<file path="src/rtl/hsp_pkg.sv">
package hsp_pkg;

    typedef struct packed {
        logic cs_n;
        logic rd_n;
        logic wr_n;
    } strobes_t;

    localparam strobes_t STROBES_IDLE = '{cs_n: 1'b1, rd_n: 1'b1, wr_n: 1'b1};

    typedef struct packed {
        logic wr_start;
        logic wr_end;
        logic rd_start;
        logic rd_end;
    } events_t;

    typedef struct packed {
        logic in_full;
        logic out_full;
        logic overflow;
        logic irq;
    } flags_t;

    function automatic logic port_hit(input logic en, input logic sel_n, input logic strb_n);
        return en & ~sel_n & ~strb_n;
    endfunction

endpackage

</file>
<file path="src/rtl/hsp_sync.sv">
module hsp_sync
    import hsp_pkg::*;
#(
    parameter int STAGES = 2
) (
    input  logic     clk,
    input  logic     rst,
    input  strobes_t raw,
    output strobes_t synced
);
    localparam int W = $bits(strobes_t);

    logic [STAGES-1:0][W-1:0] chain;

    always_ff @(posedge clk) begin
        if (rst) chain[0] <= STROBES_IDLE;
        else     chain[0] <= raw;
    end

    generate
        for (genvar g = 1; g < STAGES; g++) begin : g_stage
            always_ff @(posedge clk) begin
                if (rst) chain[g] <= STROBES_IDLE;
                else     chain[g] <= chain[g-1];
            end
        end
    endgenerate

    assign synced = strobes_t'(chain[STAGES-1]);
endmodule

</file>
<file path="src/rtl/hsp_detect.sv">
module hsp_detect
    import hsp_pkg::*;
(
    input  logic     clk,
    input  logic     rst,
    input  logic     mode_en,
    input  strobes_t s,
    output events_t  ev
);
    logic wr_act, rd_act, wr_q, rd_q;

    assign wr_act = port_hit(mode_en, s.cs_n, s.wr_n);
    assign rd_act = port_hit(mode_en, s.cs_n, s.rd_n);

    always_ff @(posedge clk) begin
        if (rst) begin
            wr_q <= 1'b0;
            rd_q <= 1'b0;
        end else begin
            wr_q <= wr_act;
            rd_q <= rd_act;
        end
    end

    always_comb begin
        ev.wr_start = wr_act & ~wr_q;
        ev.rd_start = rd_act & ~rd_q;
        ev.wr_end   = mode_en & wr_q & ~wr_act;
        ev.rd_end   = mode_en & rd_q & ~rd_act;
    end

    p_single_start_r8: assert property (@(posedge clk) disable iff (rst)
        ev.wr_start |=> !ev.wr_start);
    p_no_events_off_r2: assert property (@(posedge clk) disable iff (rst)
        !mode_en |-> !(ev.wr_start || ev.rd_start || ev.wr_end || ev.rd_end));
endmodule

</file>
<file path="src/rtl/hsp_regs.sv">
module hsp_regs
    import hsp_pkg::*;
#(
    parameter int DW = 8
) (
    input  logic          clk,
    input  logic          rst,
    input  events_t       ev,
    input  logic [DW-1:0] host_data_in,
    input  logic          cpu_rd,
    input  logic          cpu_wr,
    input  logic [DW-1:0] cpu_wdata,
    input  logic          cpu_clr,
    output logic [DW-1:0] in_latch,
    output logic [DW-1:0] out_latch,
    output flags_t        flags
);
    flags_t flags_n;

    always_comb begin
        flags_n = flags;
        if (ev.wr_start)  flags_n.in_full = 1'b1;
        else if (cpu_rd)  flags_n.in_full = 1'b0;

        if (ev.wr_start && flags.in_full && !cpu_rd) flags_n.overflow = 1'b1;
        else if (cpu_clr)                            flags_n.overflow = 1'b0;

        if (cpu_wr)         flags_n.out_full = 1'b1;
        else if (ev.rd_end) flags_n.out_full = 1'b0;

        if (ev.wr_end || ev.rd_end) flags_n.irq = 1'b1;
        else if (cpu_clr)           flags_n.irq = 1'b0;
    end

    always_ff @(posedge clk) begin
        if (rst) begin
            flags     <= '0;
            in_latch  <= '0;
            out_latch <= '0;
        end else begin
            flags <= flags_n;
            if (ev.wr_start) in_latch  <= host_data_in;
            if (cpu_wr)      out_latch <= cpu_wdata;
        end
    end

    p_full_on_start_r4: assert property (@(posedge clk) disable iff (rst)
        ev.wr_start |=> flags.in_full);
    p_no_overflow_r5: assert property (@(posedge clk) disable iff (rst)
        $rose(flags.overflow) |-> $past(flags.in_full));
    p_out_full_r6: assert property (@(posedge clk) disable iff (rst)
        cpu_wr |=> flags.out_full);
    p_irq_hold_r7: assert property (@(posedge clk) disable iff (rst)
        (flags.irq && !cpu_clr) |=> flags.irq);
endmodule

</file>
<file path="src/rtl/host_slave_port.sv">
module host_slave_port
    import hsp_pkg::*;
#(
    parameter int DW          = 8,
    parameter int SYNC_STAGES = 2
) (
    input  logic          clk,
    input  logic          rst,
    input  logic          mode_en,
    input  logic          host_cs_n,
    input  logic          host_rd_n,
    input  logic          host_wr_n,
    input  logic [DW-1:0] host_data_in,
    output logic [DW-1:0] host_data_out,
    output logic          host_data_oe,
    input  logic          cpu_rd_in,
    output logic [DW-1:0] cpu_in_data,
    input  logic          cpu_wr_out,
    input  logic [DW-1:0] cpu_wdata,
    input  logic          cpu_clr_flags,
    output logic          in_full,
    output logic          out_full,
    output logic          overflow,
    output logic          irq
);
    strobes_t      raw, synced;
    events_t       ev;
    flags_t        flags;
    logic [DW-1:0] out_latch;

    assign raw = '{cs_n: host_cs_n, rd_n: host_rd_n, wr_n: host_wr_n};

    hsp_sync #(.STAGES(SYNC_STAGES)) u_sync (
        .clk(clk), .rst(rst), .raw(raw), .synced(synced)
    );

    hsp_detect u_detect (
        .clk(clk), .rst(rst), .mode_en(mode_en), .s(synced), .ev(ev)
    );

    hsp_regs #(.DW(DW)) u_regs (
        .clk(clk), .rst(rst), .ev(ev), .host_data_in(host_data_in),
        .cpu_rd(cpu_rd_in), .cpu_wr(cpu_wr_out), .cpu_wdata(cpu_wdata),
        .cpu_clr(cpu_clr_flags), .in_latch(cpu_in_data),
        .out_latch(out_latch), .flags(flags)
    );

    assign host_data_oe  = port_hit(mode_en, host_cs_n, host_rd_n);
    assign host_data_out = host_data_oe ? out_latch : '0;
    assign in_full       = flags.in_full;
    assign out_full      = flags.out_full;
    assign overflow      = flags.overflow;
    assign irq           = flags.irq;

    always_comb begin
        if (!rst) p_oe_needs_mode_r3: assert (!host_data_oe || mode_en);
    end
endmodule

</file>
<file path="config.mk">
export PLATFORM = sky130hd
export DESIGN_NAME = host_slave_port
export DESIGN_NICKNAME = d
export VERILOG_FILES = /design/src/rtl/hsp_pkg.sv /design/src/rtl/hsp_sync.sv /design/src/rtl/hsp_detect.sv /design/src/rtl/hsp_regs.sv /design/src/rtl/host_slave_port.sv
export SDC_FILE = /design/constraint.sdc
export NUM_CORES = 1
export LEC_CHECK = 0
export ABC_AREA = 1
export BUFFER_PORTS_ARGS = -buffer_cell sky130_fd_sc_hd__clkbuf_2
export CAP_MARGIN = 20
export CELL_PAD_IN_SITES_DETAIL_PLACEMENT = 1
export CELL_PAD_IN_SITES_GLOBAL_PLACEMENT = 2
export CORE_UTILIZATION = 26
export DETAILED_ROUTE_END_ITERATION = 7
export PLACE_DENSITY = 0.91
export SYNTH_ARGS = -nofsm -noshare
export SYNTH_HDL_FRONTEND = slang
export SYNTH_SLANG_ARGS = --single-unit
</file>
<file path="constraint.sdc">
create_clock -name clk -period 2.3 [get_ports clk]
set_input_delay 0.46 -clock clk [delete_from_list [all_inputs] [get_ports clk]]
set_output_delay 0.46 -clock clk [all_outputs]
set_load 0.005 [all_outputs]
</file>
### Yosys cells after proc, flatten, opt, wreduce, memory -nomap -nowiden

Index checks and enable logic that the tools add are counted.

* register bits: 28
* input port bits: 25
* output and inout port bits: 21
* logic and storage cells: 44

* reductions and logical operators: 8
* muxes and demuxes: 8
* bitwise logic cells: 18

Operator list (number)
* $and 1x1->1: 10
* $mux 8: 1
* $not 1->1: 8
* $reduce_bool 2->1: 4
* $mux 1: 7
* $logic_and 1x1->1: 2
* $logic_not 1->1: 1
* $logic_or 1x1->1: 1

### Longest topological paths before layout

* word-level depth: 7
* depth in mapped cells: 6
* gate-level depth less buffers: 6

### Modules after synthesis

From an unflattened synthesis, not the netlist that was laid out.

* cells, all modules: 148
* area total of the unflattened synthesis: 1169.9 um^2

Modules (own cells, without submodules)
* hsp_regs: sequential area each 400.4 um^2, instances 1, area an instance 783.3 um^2, cells each 87
* hsp_sync: sequential area each 120.1 um^2, instances 1, area an instance 191.4 um^2, cells each 22
* hsp_detect: sequential area each 40.0 um^2, instances 1, area an instance 106.4 um^2, cells each 19
* host_slave_port: sequential area each 0.0 um^2, instances 1, area an instance 88.8 um^2, cells each 20

### Worst setup path after synthesis

Ideal clock, no wire load.

* path type: input -> output
* start: input port host_cs_n
* end: output port host_data_out[0]
* cell stages on the path: 3
* arrival time: 0.920 ns
* required time: 1.840 ns
* path buffers: 0
* path slack: 0.920 ns
* cell sequence: nor3_2 > inv_1 > nor2_1

* word-level cells in the longest chain between the ends: 4

RTL lines
* from (decl): RTL line host_slave_port.sv:10 `input logic host_cs_n,`
* $not 1->1: RTL line hsp_pkg.sv:26 `return en & ~sel_n & ~strb_n;`
* $and 1x1->1 (2 in a row): RTL line hsp_pkg.sv:26
* $mux 8: RTL line host_slave_port.sv:49 `assign host_data_out = host_data_oe ? out_latch : '0;`
* to (decl): RTL line host_slave_port.sv:14 `output logic [DW-1:0] host_data_out,`

No other way between the ends.

### Worst setup path after layout

* start: input port mode_en
* end: output port host_data_out[5]

* word-level cells in the longest chain between the ends: 3

RTL lines
* from (decl): RTL line host_slave_port.sv:9 `input logic mode_en,`
* $and 1x1->1 (2 in a row): RTL line hsp_pkg.sv:26
* $mux 8: RTL line host_slave_port.sv:49

No other way between the ends.

==> impl_metrics.yaml <==
drt:
  drc: 0
  via_count: 998
  viasPerCell: 4.18
  ant_nets: 0
  wire_per_inst_um: 10.0
  first_pass_iters: 2
  drtIter0Drc: 14
  drt_wl_total_um: 2400
setup_path:
  ff2ff_setup_slack_ps: 1250
  arrival_ps: 1240
  crit_slowest_cell: "inv_1"
  cp-startpoint: "mode_en"
  max_stage_delay_ps: 160
  path_class: "in -> out"
  worst_setup_path_end_kind: "output port"
  cp_max_fo: 8
  cp_top_family: "buffers and inverters"
  ff2ff_path_depth: 4
  cp-start-kind: "primary input"
  crit_buf_inv: 4
  path_cells: "clkbuf_2 -> inv_1 -> nor3_2 -> inv_1 -> nor2_1 -> clkbuf_2"
  critPathRequiredTime_ps: 1840
  reg2reg_from: "u_sync.synced[0]"
  timing.rr.end: "u_regs.in_latch[0]"
grt:
  grt_max_degree: 18
  grt_pass1_wl_um: 4060
  gr-total-overflow: 0
  grtUsageTotal_pct: 11.9
  grt_pass1_vias: 981
  antenna_found_initial: 0
outcome:
  status: "complete, no violations"
synth:
  synth_edf_count: 0
  synthArstFlopShare_pct: 0
  synthCells: 144
  avgSynthCellArea_um2: 7.46
  synth_area_um2: 1070
  synth_cell_type_count: 14
  synth_seq_cells: 28
  seq_area_frac_synth_pct: 52.2
  ys_dominant_reg_cell: "dfxtp_1"
  synthesis.nets: 169
  ys.warnings.count: 0
power:
  clock_power_share_pct: 30.6
  total_power_mw: 0.835
  power.density_nw_per_um2: 601
  ir_drop_uv: 259
  power_switching_mw: 0.183
  intPower_mw: 0.652
  power.leakage_nw: 0.713
  pwr-share-seq_pct: 60.7
  sw_frac_of_total_pct: 22.0
  combPwrFrac_pct: 8.7
clocking:
  clockBufferDepth: 2
  hold_buffers: 0
  cts_made_buffers: 3
  cts_tree: "built"
  h-tree-depth: 1
  postCtsSetupRepairBufs: 0
  cts.repair.resized: 0
  clkSlewWorstSetupHoldPaths_ps: 90
  clock_sinks: 28
  cts_root_buffer: "clkbuf_8"
  clkLatencyLatePin_ps: 260
layout:
  area_growth_pct: 29.3
  antenna_cells: 0
  fin_nets: 216
  drive_gt1_share_pct: 30.2
floorplan:
  dieWidth_um: 66.3
  row_count: 23
  dieArea_um2: 4400
  ios: 46
  initial_core_util_pct: 27.1
  die_h_um: 66.3
  core_um2: 3970
sta:
  clock.fmax_mhz: 589
  tightest_slew_ps: 488
  slew_headroom_pct: 67.5
  fin_skew_ps: 1.72
  min_period_over_period_pct: 73.8
  period_needed_ps: 1700
  tns_ps: 0
  grt_setup_unrepaired: "no"
  report.final.hold_viol_count: 0
  drv_slew: 0
  final-setup-viol-count: 0
min_path:
  min_from: "host_wr_n"
  worstHoldEndpoint: "u_sync.chain[0]"
  min_path_cells: 2
  hold_path.class: "in -> reg"
placement:
  gp_congestion: 0.695
  hpwl_um: 1830
  io_buffers: 45
job:
  drv_cap: 0
sequential cells by signal, summed over array words and instances (netlist names):
signal / count
u_regs.in_latch: 8
u_regs.out_latch: 8
u_regs.flags: 4
u_sync.chain: 3
u_sync.synced: 3
u_detect.rd_q: 1
u_detect.wr_q: 1
power groups by stage:
| stage | Sequential (mW) | Clock (mW) | Combinational (mW) |
|---|---|---|---|
| after CTS | 0.507 | 0.271 | 0.0751 |
| final | 0.507 | 0.256 | 0.0730 |
| after detailed placement | 0.518 | 0 | 0.0747 |
| after global routing | 0.509 | 0.290 | 0.0853 |
| after floorplan | 0.517 | 0 | 0.0396 |
| after global placement | 0.517 | 0 | 0.0737 |
metal layers:
layer	track usage (%)	routed length, µm
met1	14.4	1170
met4	3.99	19
met2	19.5	991
met5	0	0
met3	3.79	217
cells by family (layout without fill, tap and decap cells):
logic type	count (synthesis)	in the layout	synth area share, %
AOI/OAI and AO/OA	18	18	8.38
buffers and inverters	31	76	11.1
DFF	28	28	52.2
and+or+nand+nor	67	67	28.4
layout by cell type (no fill, tap or decap):
cell type	Yosys	routed
nor2_4	2	2
inv_1	27	27
nor3_2	1	1
nor2_1	29	29
clkinv_1	1	1
o21ai_0	8	8
clkbuf_8	0	3
a21oi_1	10	10
dfxtp_1	28	28
nand3b_1	1	1
nand3_1	11	11
clkbuf_2	0	45
nand2_1	17	17
or2_2	6	6
cell type report:
cell class,instances,area (µm²)
Tap cell,50,62.6
Multi-Input combinational cell,85,395
Sequential cell,28,561
Timing Repair Buffer,45,225
Clock buffer,3,41.3
Fill cell,518,2580
Inverter,28,105
synthesized netlist by cell type (all sizes together) (2+ instances only):
cell type / number / share of area [%]
a21oi: 10 / 4.7
buf: 2 / 0.93
dfxtp: 28 / 52
inv: 27 / 9.4
nand2: 17 / 5.9
nand3: 11 / 5.1
nor2: 31 / 12
o21ai: 8 / 3.7
or2: 6 / 3.5
worst max-delay path by stage:
stage	to	slack, ps	cells past startpoint
6_report	host_data_out[5]	600	6
5_1_grt	host_data_out[5]	510	6
4_1_cts	host_data_out[5]	580	6
3_5_place_dp	host_data_out[5]	590	6
3_3_place_gp	host_data_out[6]	640	6
2_1_floorplan	host_data_out[0]	920	3
per-stage QoR:
stage,utilization (%),area (µm²),hold slack [ps],setup WS [ps],std cells
after floorplan,-,1070,389,920,144
final,35.0,1390,374,603,239
after detailed placement,34.0,1350,400,587,236
after global routing,35.0,1390,364,508,239
after global placement,34.0,1350,392,637,236
after CTS,35.0,1390,370,584,239
(Power assumes the default switching activity.)
